`src/rtl/ps2_mouse_pkg.sv`:
```
package ps2_mouse_pkg;
  localparam int unsigned BYTE_W    = 8;
  localparam int unsigned WORD_BITS = 11;
  localparam int unsigned PKT_BYTES = 3;
  localparam int unsigned DELTA_W   = BYTE_W + 1;

  typedef struct packed {
    logic y_ovf;
    logic x_ovf;
    logic y_neg;
    logic x_neg;
    logic marker;
    logic rsvd;
    logic right;
    logic left;
  } status_t;
endpackage

```
`src/rtl/ps2_line_sync.sv`:
```
module ps2_line_sync #(
  parameter int unsigned SYNC_STAGES = 2
) (
  input  logic clk_i,
  input  logic rst_ni,
  input  logic ps2_clk_i,
  input  logic ps2_data_i,
  output logic fall_o,
  output logic data_o
);
  logic [SYNC_STAGES-1:0] clk_q, dat_q;
  logic                   clk_last;

  always_ff @(posedge clk_i or negedge rst_ni) begin
    if (!rst_ni) begin
      clk_q    <= '1;
      dat_q    <= '1;
      clk_last <= 1'b1;
    end else begin
      clk_q    <= {clk_q[SYNC_STAGES-2:0], ps2_clk_i};
      dat_q    <= {dat_q[SYNC_STAGES-2:0], ps2_data_i};
      clk_last <= clk_q[SYNC_STAGES-1];
    end
  end

  assign fall_o = clk_last & ~clk_q[SYNC_STAGES-1];
  assign data_o = dat_q[SYNC_STAGES-1];
endmodule

```
`src/rtl/ps2_frame_rx.sv`:
```
module ps2_frame_rx
  import ps2_mouse_pkg::*;
#(
  parameter int unsigned BIT_TIMEOUT = 20000
) (
  input  logic              clk_i,
  input  logic              rst_ni,
  input  logic              fall_i,
  input  logic              data_i,
  output logic              byte_vld_o,
  output logic [BYTE_W-1:0] byte_o,
  output logic              frm_err_o
);
  localparam int unsigned CW = $clog2(WORD_BITS);
  localparam int unsigned TW = $clog2(BIT_TIMEOUT + 1);
  localparam logic [CW-1:0] LAST_BIT = CW'(WORD_BITS - 1);

  logic [CW-1:0]   bit_cnt;
  logic [BYTE_W:0] sh;      // parity in msb, data below
  logic [TW-1:0]   tmr;

  always_ff @(posedge clk_i or negedge rst_ni) begin
    if (!rst_ni) begin
      bit_cnt    <= '0;
      sh         <= '0;
      tmr        <= '0;
      byte_vld_o <= 1'b0;
      frm_err_o  <= 1'b0;
      byte_o     <= '0;
    end else begin
      byte_vld_o <= 1'b0;
      frm_err_o  <= 1'b0;
      if (fall_i) begin
        tmr <= '0;
        if (bit_cnt == '0) begin
          if (!data_i) bit_cnt <= CW'(1);
        end else if (bit_cnt == LAST_BIT) begin
          bit_cnt <= '0;
          byte_o  <= sh[BYTE_W-1:0];
          if (data_i && (^sh)) byte_vld_o <= 1'b1;
          else                 frm_err_o  <= 1'b1;
        end else begin
          sh      <= {data_i, sh[BYTE_W:1]};
          bit_cnt <= bit_cnt + CW'(1);
        end
      end else if (bit_cnt != '0) begin
        if (tmr == TW'(BIT_TIMEOUT)) begin
          bit_cnt <= '0;
          tmr     <= '0;
        end else begin
          tmr <= tmr + TW'(1);
        end
      end
    end
  end
endmodule

```
`src/rtl/ps2_pkt_asm.sv`:
```
module ps2_pkt_asm
  import ps2_mouse_pkg::*;
#(
  parameter int unsigned GAP_CYCLES = 200000
) (
  input  logic               clk_i,
  input  logic               rst_ni,
  input  logic               byte_vld_i,
  input  logic [BYTE_W-1:0]  byte_i,
  input  logic               frm_err_i,
  output logic               btn_left_o,
  output logic               btn_right_o,
  output logic [DELTA_W-1:0] dx_o,
  output logic [DELTA_W-1:0] dy_o,
  output logic               x_ovf_o,
  output logic               y_ovf_o,
  output logic               pkt_valid_o,
  output logic               err_o
);
  localparam int unsigned IW = $clog2(PKT_BYTES);
  localparam int unsigned GW = $clog2(GAP_CYCLES + 1);

  logic [IW-1:0]     idx;
  status_t           st;
  logic [BYTE_W-1:0] x_mag;
  logic [GW-1:0]     gap;
  status_t           cand;

  assign cand = status_t'(byte_i);

  always_ff @(posedge clk_i or negedge rst_ni) begin
    if (!rst_ni) begin
      idx         <= '0;
      st          <= '0;
      x_mag       <= '0;
      gap         <= '0;
      btn_left_o  <= 1'b0;
      btn_right_o <= 1'b0;
      dx_o        <= '0;
      dy_o        <= '0;
      x_ovf_o     <= 1'b0;
      y_ovf_o     <= 1'b0;
      pkt_valid_o <= 1'b0;
      err_o       <= 1'b0;
    end else begin
      pkt_valid_o <= 1'b0;
      err_o       <= 1'b0;
      if (frm_err_i) begin
        idx   <= '0;
        gap   <= '0;
        err_o <= 1'b1;
      end else if (byte_vld_i) begin
        gap <= '0;
        if (idx == '0) begin
          if (cand.marker) begin
            st  <= cand;
            idx <= IW'(1);
          end
        end else if (idx == IW'(1)) begin
          x_mag <= byte_i;
          idx   <= IW'(2);
        end else begin
          idx         <= '0;
          btn_left_o  <= st.left;
          btn_right_o <= st.right;
          dx_o        <= {st.x_neg, x_mag};
          dy_o        <= {st.y_neg, byte_i};
          x_ovf_o     <= st.x_ovf;
          y_ovf_o     <= st.y_ovf;
          pkt_valid_o <= 1'b1;
        end
      end else if (idx != '0) begin
        if (gap == GW'(GAP_CYCLES)) begin
          idx <= '0;
          gap <= '0;
        end else begin
          gap <= gap + GW'(1);
        end
      end
    end
  end
endmodule

```
`src/rtl/ps2_mouse_decoder.sv`:
```
module ps2_mouse_decoder
  import ps2_mouse_pkg::*;
#(
  parameter int unsigned SYNC_STAGES = 2,
  parameter int unsigned BIT_TIMEOUT = 20000,
  parameter int unsigned GAP_CYCLES  = 200000
) (
  input  logic               clk_i,
  input  logic               rst_ni,
  input  logic               ps2_clk_i,
  input  logic               ps2_data_i,
  output logic               btn_left_o,
  output logic               btn_right_o,
  output logic [DELTA_W-1:0] dx_o,
  output logic [DELTA_W-1:0] dy_o,
  output logic               x_ovf_o,
  output logic               y_ovf_o,
  output logic               pkt_valid_o,
  output logic               err_o
);
  logic              fall, data;
  logic              byte_vld, frm_err;
  logic [BYTE_W-1:0] byte_q;

  ps2_line_sync #(.SYNC_STAGES(SYNC_STAGES)) u_sync (
    .clk_i, .rst_ni, .ps2_clk_i, .ps2_data_i,
    .fall_o(fall), .data_o(data)
  );

  ps2_frame_rx #(.BIT_TIMEOUT(BIT_TIMEOUT)) u_frame (
    .clk_i, .rst_ni, .fall_i(fall), .data_i(data),
    .byte_vld_o(byte_vld), .byte_o(byte_q), .frm_err_o(frm_err)
  );

  ps2_pkt_asm #(.GAP_CYCLES(GAP_CYCLES)) u_asm (
    .clk_i, .rst_ni,
    .byte_vld_i(byte_vld), .byte_i(byte_q), .frm_err_i(frm_err),
    .btn_left_o, .btn_right_o, .dx_o, .dy_o, .x_ovf_o, .y_ovf_o,
    .pkt_valid_o, .err_o
  );
endmodule

```
`config.mk`:
```
export PLATFORM = sky130hd
export DESIGN_NAME = ps2_mouse_decoder
export DESIGN_NICKNAME = d
export VERILOG_FILES = /design/src/rtl/ps2_mouse_pkg.sv /design/src/rtl/ps2_line_sync.sv /design/src/rtl/ps2_frame_rx.sv /design/src/rtl/ps2_pkt_asm.sv /design/src/rtl/ps2_mouse_decoder.sv
export SDC_FILE = /design/constraint.sdc
export NUM_CORES = 1
export LEC_CHECK = 0
export BUFFER_PORTS_ARGS = -buffer_cell sky130_fd_sc_hd__buf_2
export CORE_ASPECT_RATIO = 1.75
export CORE_MARGIN = 3
export CORE_UTILIZATION = 55
export DETAILED_ROUTE_END_ITERATION = 8
export PLACE_DENSITY_LB_ADDON = 0.15
export SKIP_CTS_REPAIR_TIMING = 1
export SLEW_MARGIN = 10
export SYNTH_ARGS = -nofsm -noshare
export SYNTH_HDL_FRONTEND = slang
export SYNTH_SLANG_ARGS = --single-unit
```
`constraint.sdc`:
```
create_clock -name clk_i -period 5.1 [get_ports clk_i]
set_input_delay 1.02 -clock clk_i [delete_from_list [all_inputs] [get_ports clk_i]]
set_output_delay 1.02 -clock clk_i [all_outputs]
set_load 0.1 [all_outputs]
```
* Word level (Yosys, flattened, before mapping) *
Cells that the tools add are included.
Widths: inputs -> output; s select.

word-level totals
  flip-flop bits (word level) = 101
  input bits = 4
  output and inout port bits = 24
  logic and storage cells = 92

cells by class
  add/subtract/negate cells = 3
  eq/ne operators = 6
  multiplexer cells = 33
  bitwise gates (word level) = 7
  reduce and logical (&&, ||, !) cells = 17

operators with widths
  operator               number
  $mux 18                4
  $mux 15                3
  $mux 4                 6
  $add 18x1->18 const B  1
  $eq 18x18->1 const B   1
  $add 15x1->15 const B  1
  $eq 15x15->1 const B   1
  $mux 2                 7
  $mux 1                 13
  $reduce_and 3->1       4
  $reduce_and 4->1       3
  $reduce_xor 9->1       1
  $not 1->1              6
  $reduce_bool 2->1      3
  $reduce_bool 3->1      2
  $add 4x1->4 const B    1
  $eq 4x4->1 const B     1
  $logic_not 4->1        1
  $ne 4x4->1 const B     1
  $reduce_bool 4->1      1
  $ne 3x3->1 const B     1
  $eq 2x1->1 const B     1
  $logic_not 2->1        1
  $and 1x1->1            1
  $logic_and 1x1->1      1

* Depth between registers and ports, before layout *
Gate-level depths: netlist of run 1.

  depth after elaboration = 6
  gate-level depth with buffers = 8

* Hierarchy *
Synthesis of run 1 repeated with hierarchy kept, for this count alone.

unflattened totals
  cells, all modules = 377
  area, all modules = 4631.9 um^2

by module, submodules not included
  module         times used  cells an instance  area an instance (um^2)  sequential area each (um^2)
  ps2_pkt_asm    1           204                2571.2                   1451.4
  ps2_frame_rx   1           167                1915.6                   950.9
  ps2_line_sync  1           6                  145.1                    131.4

* Worst setup path before layout of run 1 *
OpenSTA, ideal clock, no wires.

  kind = flip-flop to flip-flop
  from = reg u_frame.bit_cnt[0]
  to = reg u_frame.sh[3]
  setup time = 0.125 ns
  arrival time = 1.940 ns
  required time = 4.975 ns
  path slack = 3.036 ns
  stages on the path, launching flop included = 8
  path buffers = 2
  path through = dfrtp_1 -> inv_1 -> ha_1 -> or3b_2 -> buf_2 -> nand3_1 -> buf_2 -> mux2_2

between the ends
  word-level cells in the longest chain between the ends = 3
  elaborated cells between the ends (all ways) = 5

ends and longest elaborated chain
  item                                           line                                    text
  start: declaration                             ps2_frame_rx.sv:18                      logic [CW-1:0] bit_cnt;
  start signal: assignment                       ps2_frame_rx.sv:44                      bit_cnt <= bit_cnt + CW'(1);
  $eq 4x4->1 or $logic_not 4->1 (tied branches)  ps2_frame_rx.sv:37, ps2_frame_rx.sv:35
  $not 1->1 (no line)                            n/a
  $reduce_and 3->1 (no line) (*)                 n/a
  end signal: assignment                         ps2_frame_rx.sv:43                      sh <= {data_i, sh[BYTE_W:1]};
  end: declaration                               ps2_frame_rx.sv:19                      logic [BYTE_W:0] sh;

Mark *: on every way between the ends. The rest lies on a longest branch, timed or not.
A chain may end at the register's enable or synchronous reset.

* Worst setup path in the final report of run 1 *
  from = reg u_frame.bit_cnt[0]
  to = reg u_frame.tmr[11]

between the ends
  word-level cells in the longest chain between the ends = 2

ends and longest elaborated chain
  item                         line                text
  $reduce_bool 4->1            ps2_frame_rx.sv:46  end else if (bit_cnt != '0) begin
  $reduce_bool 2->1 (no line)  n/a
  end signal: assignment       ps2_frame_rx.sv:51  tmr <= tmr + TW'(1);
  end: declaration             ps2_frame_rx.sv:20  logic [TW-1:0] tmr;

Every way passes these cells.

==> flow_summary.json, run 1 <==
{
  "placementRows": 42,
  "cts.clk_slew.worst_paths_ns": 0.06,
  "tightest_slew_ns": 0.971,
  "coreArea_um2": 7720,
  "grt_pass1_wl_mm": 14.2,
  "finalSetupTns_ns": 0,
  "yosysSeqAreaShare": 0.568,
  "route.detailed.drc": 0,
  "diodes": 0,
  "initial_core_util": 0.578,
  "cp.arrival_ns": 2.50,
  "hold_path_depth": 0,
  "r2r_slack_ns": 2.88,
  "finalNetCount": 413,
  "max_cap_viol_count": 0,
  "syn_inst": 371,
  "required_ns": 5.37,
  "fin_crit_sh": 0.436,
  "num_io_pins": 28,
  "cts_tree": "done",
  "drt-initial-drc-count": 147,
  "setup_violations": 0,
  "yosysUniqueCellTypes": 52,
  "crit_path_end_kind": "flip-flop",
  "max-vdd-ir-drop_uv": 298,
  "netlist_area_um2": 4460,
  "maxSlewViolCount": 0,
  "dp_cells": 479,
  "drive_above_1_share": 0.270,
  "maxSlewHeadroom": 0.351,
  "grt_max_degree": 81,
  "finalNonFillerCells": 495,
  "critical_path_class": "reg2reg",
  "min_to": "u_sync.dat_q[1]$_DFF_PN1_",
  "reg2reg_depth": 7,
  "fmax_mhz": 450,
  "power_density_nw_per_um2": 394,
  "overflow": 0,
  "firstDrtPassIters": 4,
  "htree_levels": 3,
  "grt_pass1_vias": 2966,
  "cts_buffer_depth": 2,
  "ys_warn_count": 0,
  "port_buffers": 27,
  "vias_per_cell": 5.71,
  "synth_edf_count": 0,
  "total_power_mw": 1.97,
  "ys_ff_latch": 101,
  "hold_viol_final": 0,
  "cts-root-buf": "clkbuf_16",
  "post-route-util": 0.647,
  "rsz0062_at_grt": "no",
  "numCtsBuffers": 9,
  "cts_sinks": 101,
  "power_leakage_nw": 2.45,
  "antenna_found_initial": 0,
  "dieArea_um2": 9270,
  "critical_path.max_fanout": 11,
  "mappedNetlistNets": 382,
  "clk-insertion-delay-late_ns": 0.34,
  "synth-main-ff-cell": "dfrtp_1",
  "dpl.hpwl_mm": 5.79,
  "finClkSkew_ns": 0.00645,
  "grt_util_all_layers": 0.198,
  "reg2reg_to": "u_frame.tmr[11]$_DFFE_PN0P_",
  "status": "complete, no violations",
  "ant_nets": 0,
  "synth.avg_cell_area_um2": 12.0,
  "avgRoutedWirePerCell_um": 16.7,
  "r2r_start": "u_frame.bit_cnt[0]$_DFFE_PN0P_",
  "finalWirelength_mm": 8.26,
  "gp_congestion": 0.816,
  "worstHoldStart": "u_sync.dat_q[0]$_DFF_PN1_",
  "area_delta_synth_final_pct": 12.0,
  "finalCriticalPeriod_ns": 2.22,
  "die_width_um": 74.1,
  "num_vias": 2826,
  "n_fill_cell": 599,
  "die_h_um": 125,
  "start_kind": "flip-flop",
  "worstHoldPathType": "reg2reg",
  "async_flop_share": 1.00
}
## how the worst max path moves through the flow
| stage | startpoint | depth (start not counted) | slack (ns) | endpoint |
|---|---|---|---|---|
| after CTS | u_frame.bit_cnt[0]$_DFFE_PN0P_ | 5 | 2.87 | u_frame.sh[3]$_DFFE_PN0P_ |
| after floorplan | u_frame.bit_cnt[0]$_DFFE_PN0P_ | 7 | 3.04 | u_frame.sh[3]$_DFFE_PN0P_ |
| after global routing | u_frame.bit_cnt[0]$_DFFE_PN0P_ | 6 | 2.69 | u_frame.tmr[7]$_DFFE_PN0P_ |
| final | u_frame.bit_cnt[0]$_DFFE_PN0P_ | 7 | 2.88 | u_frame.tmr[11]$_DFFE_PN0P_ |
| after detailed placement | u_frame.bit_cnt[0]$_DFFE_PN0P_ | 5 | 2.89 | u_frame.sh[5]$_DFFE_PN0P_ |
| after global placement | u_frame.bit_cnt[0]$_DFFE_PN0P_ | 5 | 2.95 | u_frame.sh[3]$_DFFE_PN0P_ |
## critical path, stage by stage, from the launching register on
cell	delay (ns)
dfrtp_1	0.41
inv_1	0.12
ha_1	0.16
or3b_2	0.57
o2111ai_1	0.56
nor2_1	0.08
a2bb2oi_1	0.16
nor2_1	0.11
## kinds of logic after synthesis
| group | synth area share |
|---|---|
| compound gates | 0.0516 |
| fa+ha+maj | 0.0196 |
| simple gates | 0.146 |
| mux | 0.136 |
| buf+inv | 0.0207 |
| xor+xnor | 0.0589 |
| flops | 0.568 |
## power by group
group          switching, mW  internal (mW)
clock                  0.280          0.443
sequential            0.0734          0.864
combinational          0.152          0.155
total                  0.506           1.46
## registers in the layout (all words and copies together), names as in the netlist, 2 cells and up
signal	cells
u_frame.tmr	15
u_frame.byte_o	8
u_frame.bit_cnt	4
u_asm.x_mag	8
u_sync.dat_q	2
u_asm.dx_o	9
u_asm.dy_o	9
u_asm.gap	18
u_asm.st	6
u_asm.idx	2
u_sync.clk_q	2
u_frame.sh	9
## stage by stage
step	setup WS [ns]	hold slack (ns)	instance area [um^2]
2_1_floorplan	3.04	0.345	4460
3_3_place_gp	2.95	0.347	4680
3_5_place_dp	2.89	0.349	4680
4_1_cts	2.87	0.359	5000
5_1_grt	2.69	0.362	5000
6_report	2.88	0.358	5000
## layout make-up
cell class | instances | area, um^2 | area share
clock inverter | 4 | 72.6 | 0.0145
sequential | 101 | 2530 | 0.507
inverter | 14 | 52.6 | 0.0105
clock buffer | 12 | 246 | 0.0493
timing repair buffer | 28 | 145 | 0.0290
multi-input combinational | 248 | 1840 | 0.368
tap | 88 | 110 | 0.0220
## synth_stat cells (2+ instances only)
master     n  share of area
buf_1      2         0.0017
or3_1      2         0.0028
nand3_1   14          0.016
ha_1       7          0.020
nand2b_1   2         0.0028
inv_1     14          0.012
nor2b_1    3         0.0042
o21ai_0   12          0.013
or2_2      2         0.0028
a22o_1     2         0.0039
dfstp_2    5          0.029
xnor2_1   16          0.031
buf_4      2         0.0034
and4_1     2         0.0039
clkbuf_1   2         0.0017
nor3b_1    4         0.0067
xor2_1    14          0.027
mux2_2    53           0.13
nor4_1     5         0.0070
a31oi_1    2         0.0028
nand3b_1   3         0.0050
a21oi_1    4         0.0045
nor3_1     4         0.0045
and3_1     5         0.0070
dfrtp_1   96           0.54
buf_2      2         0.0022
nor2_1    38          0.032
nand4_1   10          0.014
nand2_1   21          0.018
## metal layers
metal  vias to the layer above  global-route usage  part of all wire
met1                      1416               0.220              0.39
met3                        11              0.0474             0.028
met5                         -                   0                 0
met4                         0              0.0822             0.016
met2                        39               0.347              0.56
li1                       1360                   -                 -
## cell usage in the layout, fill, tap and decap left out, drive strengths merged, types with 12 or more instances in the layout
| cell type | n |
|---|---|
| buf | 28 |
| clkbuf | 12 |
| dfrtp | 96 |
| inv | 14 |
| mux2 | 53 |
| nand2 | 22 |
| nand3 | 14 |
| nor2 | 38 |
| o21ai | 13 |
| xnor2 | 16 |
| xor2 | 14 |
(Power assumes the default switching activity.)
==> run 2, diff against run 1 <==
==> constraint.sdc (replaced) <==
create_clock -name clk_i -period 2.25 [get_ports clk_i]
set_input_delay 0.45 -clock clk_i [delete_from_list [all_inputs] [get_ports clk_i]]
set_output_delay 0.45 -clock clk_i [all_outputs]
set_load 0.1 [all_outputs]
==> flow_summary.json, run 2 (synthesis gave the netlist of run 1 again) <==
{
  "final_cell_mix": "96 x dfrtp_1, 53 x mux2_2, 38 x nor2_1",
  "multi_input_area_um2": 1840,
  "crit_start": "u_frame.bit_cnt[0]$_DFFE_PN0P_",
  "overflow": 0,
  "finalWirelength_mm": 8.51,
  "fmax_mhz": 467,
  "drt-initial-drc-count": 174,
  "cts_buffer_depth": 2,
  "finalNetCount": 422,
  "required_ns": 2.47,
  "placementRows": 42,
  "antenna_found_initial": 0,
  "coreArea_um2": 7720,
  "seqCellArea_um2": 2530,
  "post-route-util": 0.660,
  "max_cap_viol_count": 0,
  "setup_violations": 0,
  "dieArea_um2": 9270,
  "numCtsBuffers": 9,
  "cp.arrival_ns": 2.36,
  "dpl.hpwl_mm": 6.05,
  "htree_levels": 3,
  "grt_util_all_layers": 0.203,
  "drive_above_1_share": 0.288,
  "reg_top3": "u_asm.gap x18, u_frame.tmr x15",
  "grt_pass1_wl_mm": 14.6,
  "finClkSkew_ns": 0.00682,
  "clk-insertion-delay-late_ns": 0.34,
  "finalSetupTns_ns": 0,
  "firstDrtPassIters": 4,
  "critical_path_class": "reg2reg",
  "power_density_nw_per_um2": 863,
  "diodes": 0,
  "die_h_um": 125,
  "port_buffers": 27,
  "maxSlewHeadroom": 0.590,
  "die_width_um": 74.1,
  "grt_max_degree": 48,
  "regMostFlops": "u_asm.gap",
  "tightest_slew_ns": 0.614,
  "area_delta_synth_final_pct": 14.2,
  "fin_crit_sh": 0.951,
  "vias_per_cell": 5.81,
  "gp_congestion": 0.904,
  "cts-root-buf": "clkbuf_16",
  "grt_pass1_vias": 3057,
  "max-vdd-ir-drop_uv": 845,
  "crit_path_end_kind": "flip-flop",
  "maxSlewViolCount": 0,
  "cts_sinks": 101,
  "r2r_start": "u_frame.bit_cnt[0]$_DFFE_PN0P_",
  "num_io_pins": 28,
  "status": "complete, no violations",
  "num_vias": 2927,
  "final_common_cell": "dfrtp_1",
  "rsz0062_at_grt": "no",
  "n_fill_cell": 600,
  "route.detailed.drc": 0,
  "cts.clk_slew.worst_paths_ns": 0.07,
  "largest_register_ffs": 18,
  "cts_tree": "done",
  "finalCriticalPeriod_ns": 2.14,
  "initial_core_util": 0.578,
  "ant_nets": 0,
  "start_kind": "flip-flop",
  "critical_path.max_fanout": 11,
  "worstHoldPathType": "in2async",
  "hold_viol_final": 0,
  "avgRoutedWirePerCell_um": 16.9,
  "power_leakage_nw": 2.50
}
[run 2: final cells by class]
class | instances | area share
sequential | 101 | 0.497
clock buffer | 11 | 0.0476
timing repair buffer | 37 | 0.0515
multi-input combinational | 248 | 0.360
tap | 88 | 0.0216
inverter | 14 | 0.0103
clock inverter | 5 | 0.0115
[run 2: critical path: stages, from the launching register on]
cell,delay (ns)
dfrtp_1,0.41
inv_1,0.12
ha_1,0.17
or3b_2,0.58
o211a_1,0.33
nor3b_1,0.17
o21ai_0,0.15
o21ai_0,0.10
[run 2: final timing paths]
path,end,slack (ns),cells past startpoint
hold / removal,u_asm.dx_o[6]$_DFFE_PN0P_,0.12,1
setup / recovery,u_frame.tmr[8]$_DFFE_PN0P_,0.11,7
setup reg to reg,u_frame.tmr[8]$_DFFE_PN0P_,0.11,7
max in group asynchronous,u_frame.tmr[7]$_DFFE_PN0P_,1.55,2
hold reg to reg,u_sync.dat_q[1]$_DFF_PN1_,0.36,0
min in group clk_i,u_sync.clk_q[0]$_DFF_PN1_,0.20,1
[run 2: where the power goes]
group	internal, mW	switching, mW
sequential	1.96	0.167
combinational	0.364	0.355
clock	0.895	0.663
[run 2: stage by stage]
| stage | cells | power, mW | area [um^2] | setup WS (ns) | hold WS (ns) |
|---|---|---|---|---|---|
| after floorplan | 371 | 2.69 | 4460 | 0.186 | 0.154 |
| after global placement | 488 | 2.85 | 4800 | 0.211 | 0.347 |
| after detailed placement | 488 | 2.88 | 4800 | 0.151 | 0.349 |
| after CTS | 504 | 4.44 | 5100 | 0.135 | 0.134 |
| after global routing | 504 | 4.62 | 5100 | 0.00826 | 0.154 |
| final | 504 | 4.40 | 5100 | 0.111 | 0.120 |
[run 2: layer usage]
layer | vias to the layer above | global-route usage | wire length (um)
met5 | - | 0 | 0
met4 | 0 | 0.0854 | 164
met3 | 14 | 0.0394 | 233
met2 | 38 | 0.361 | 4830
met1 | 1499 | 0.229 | 3290
li1 | 1376 | - | -
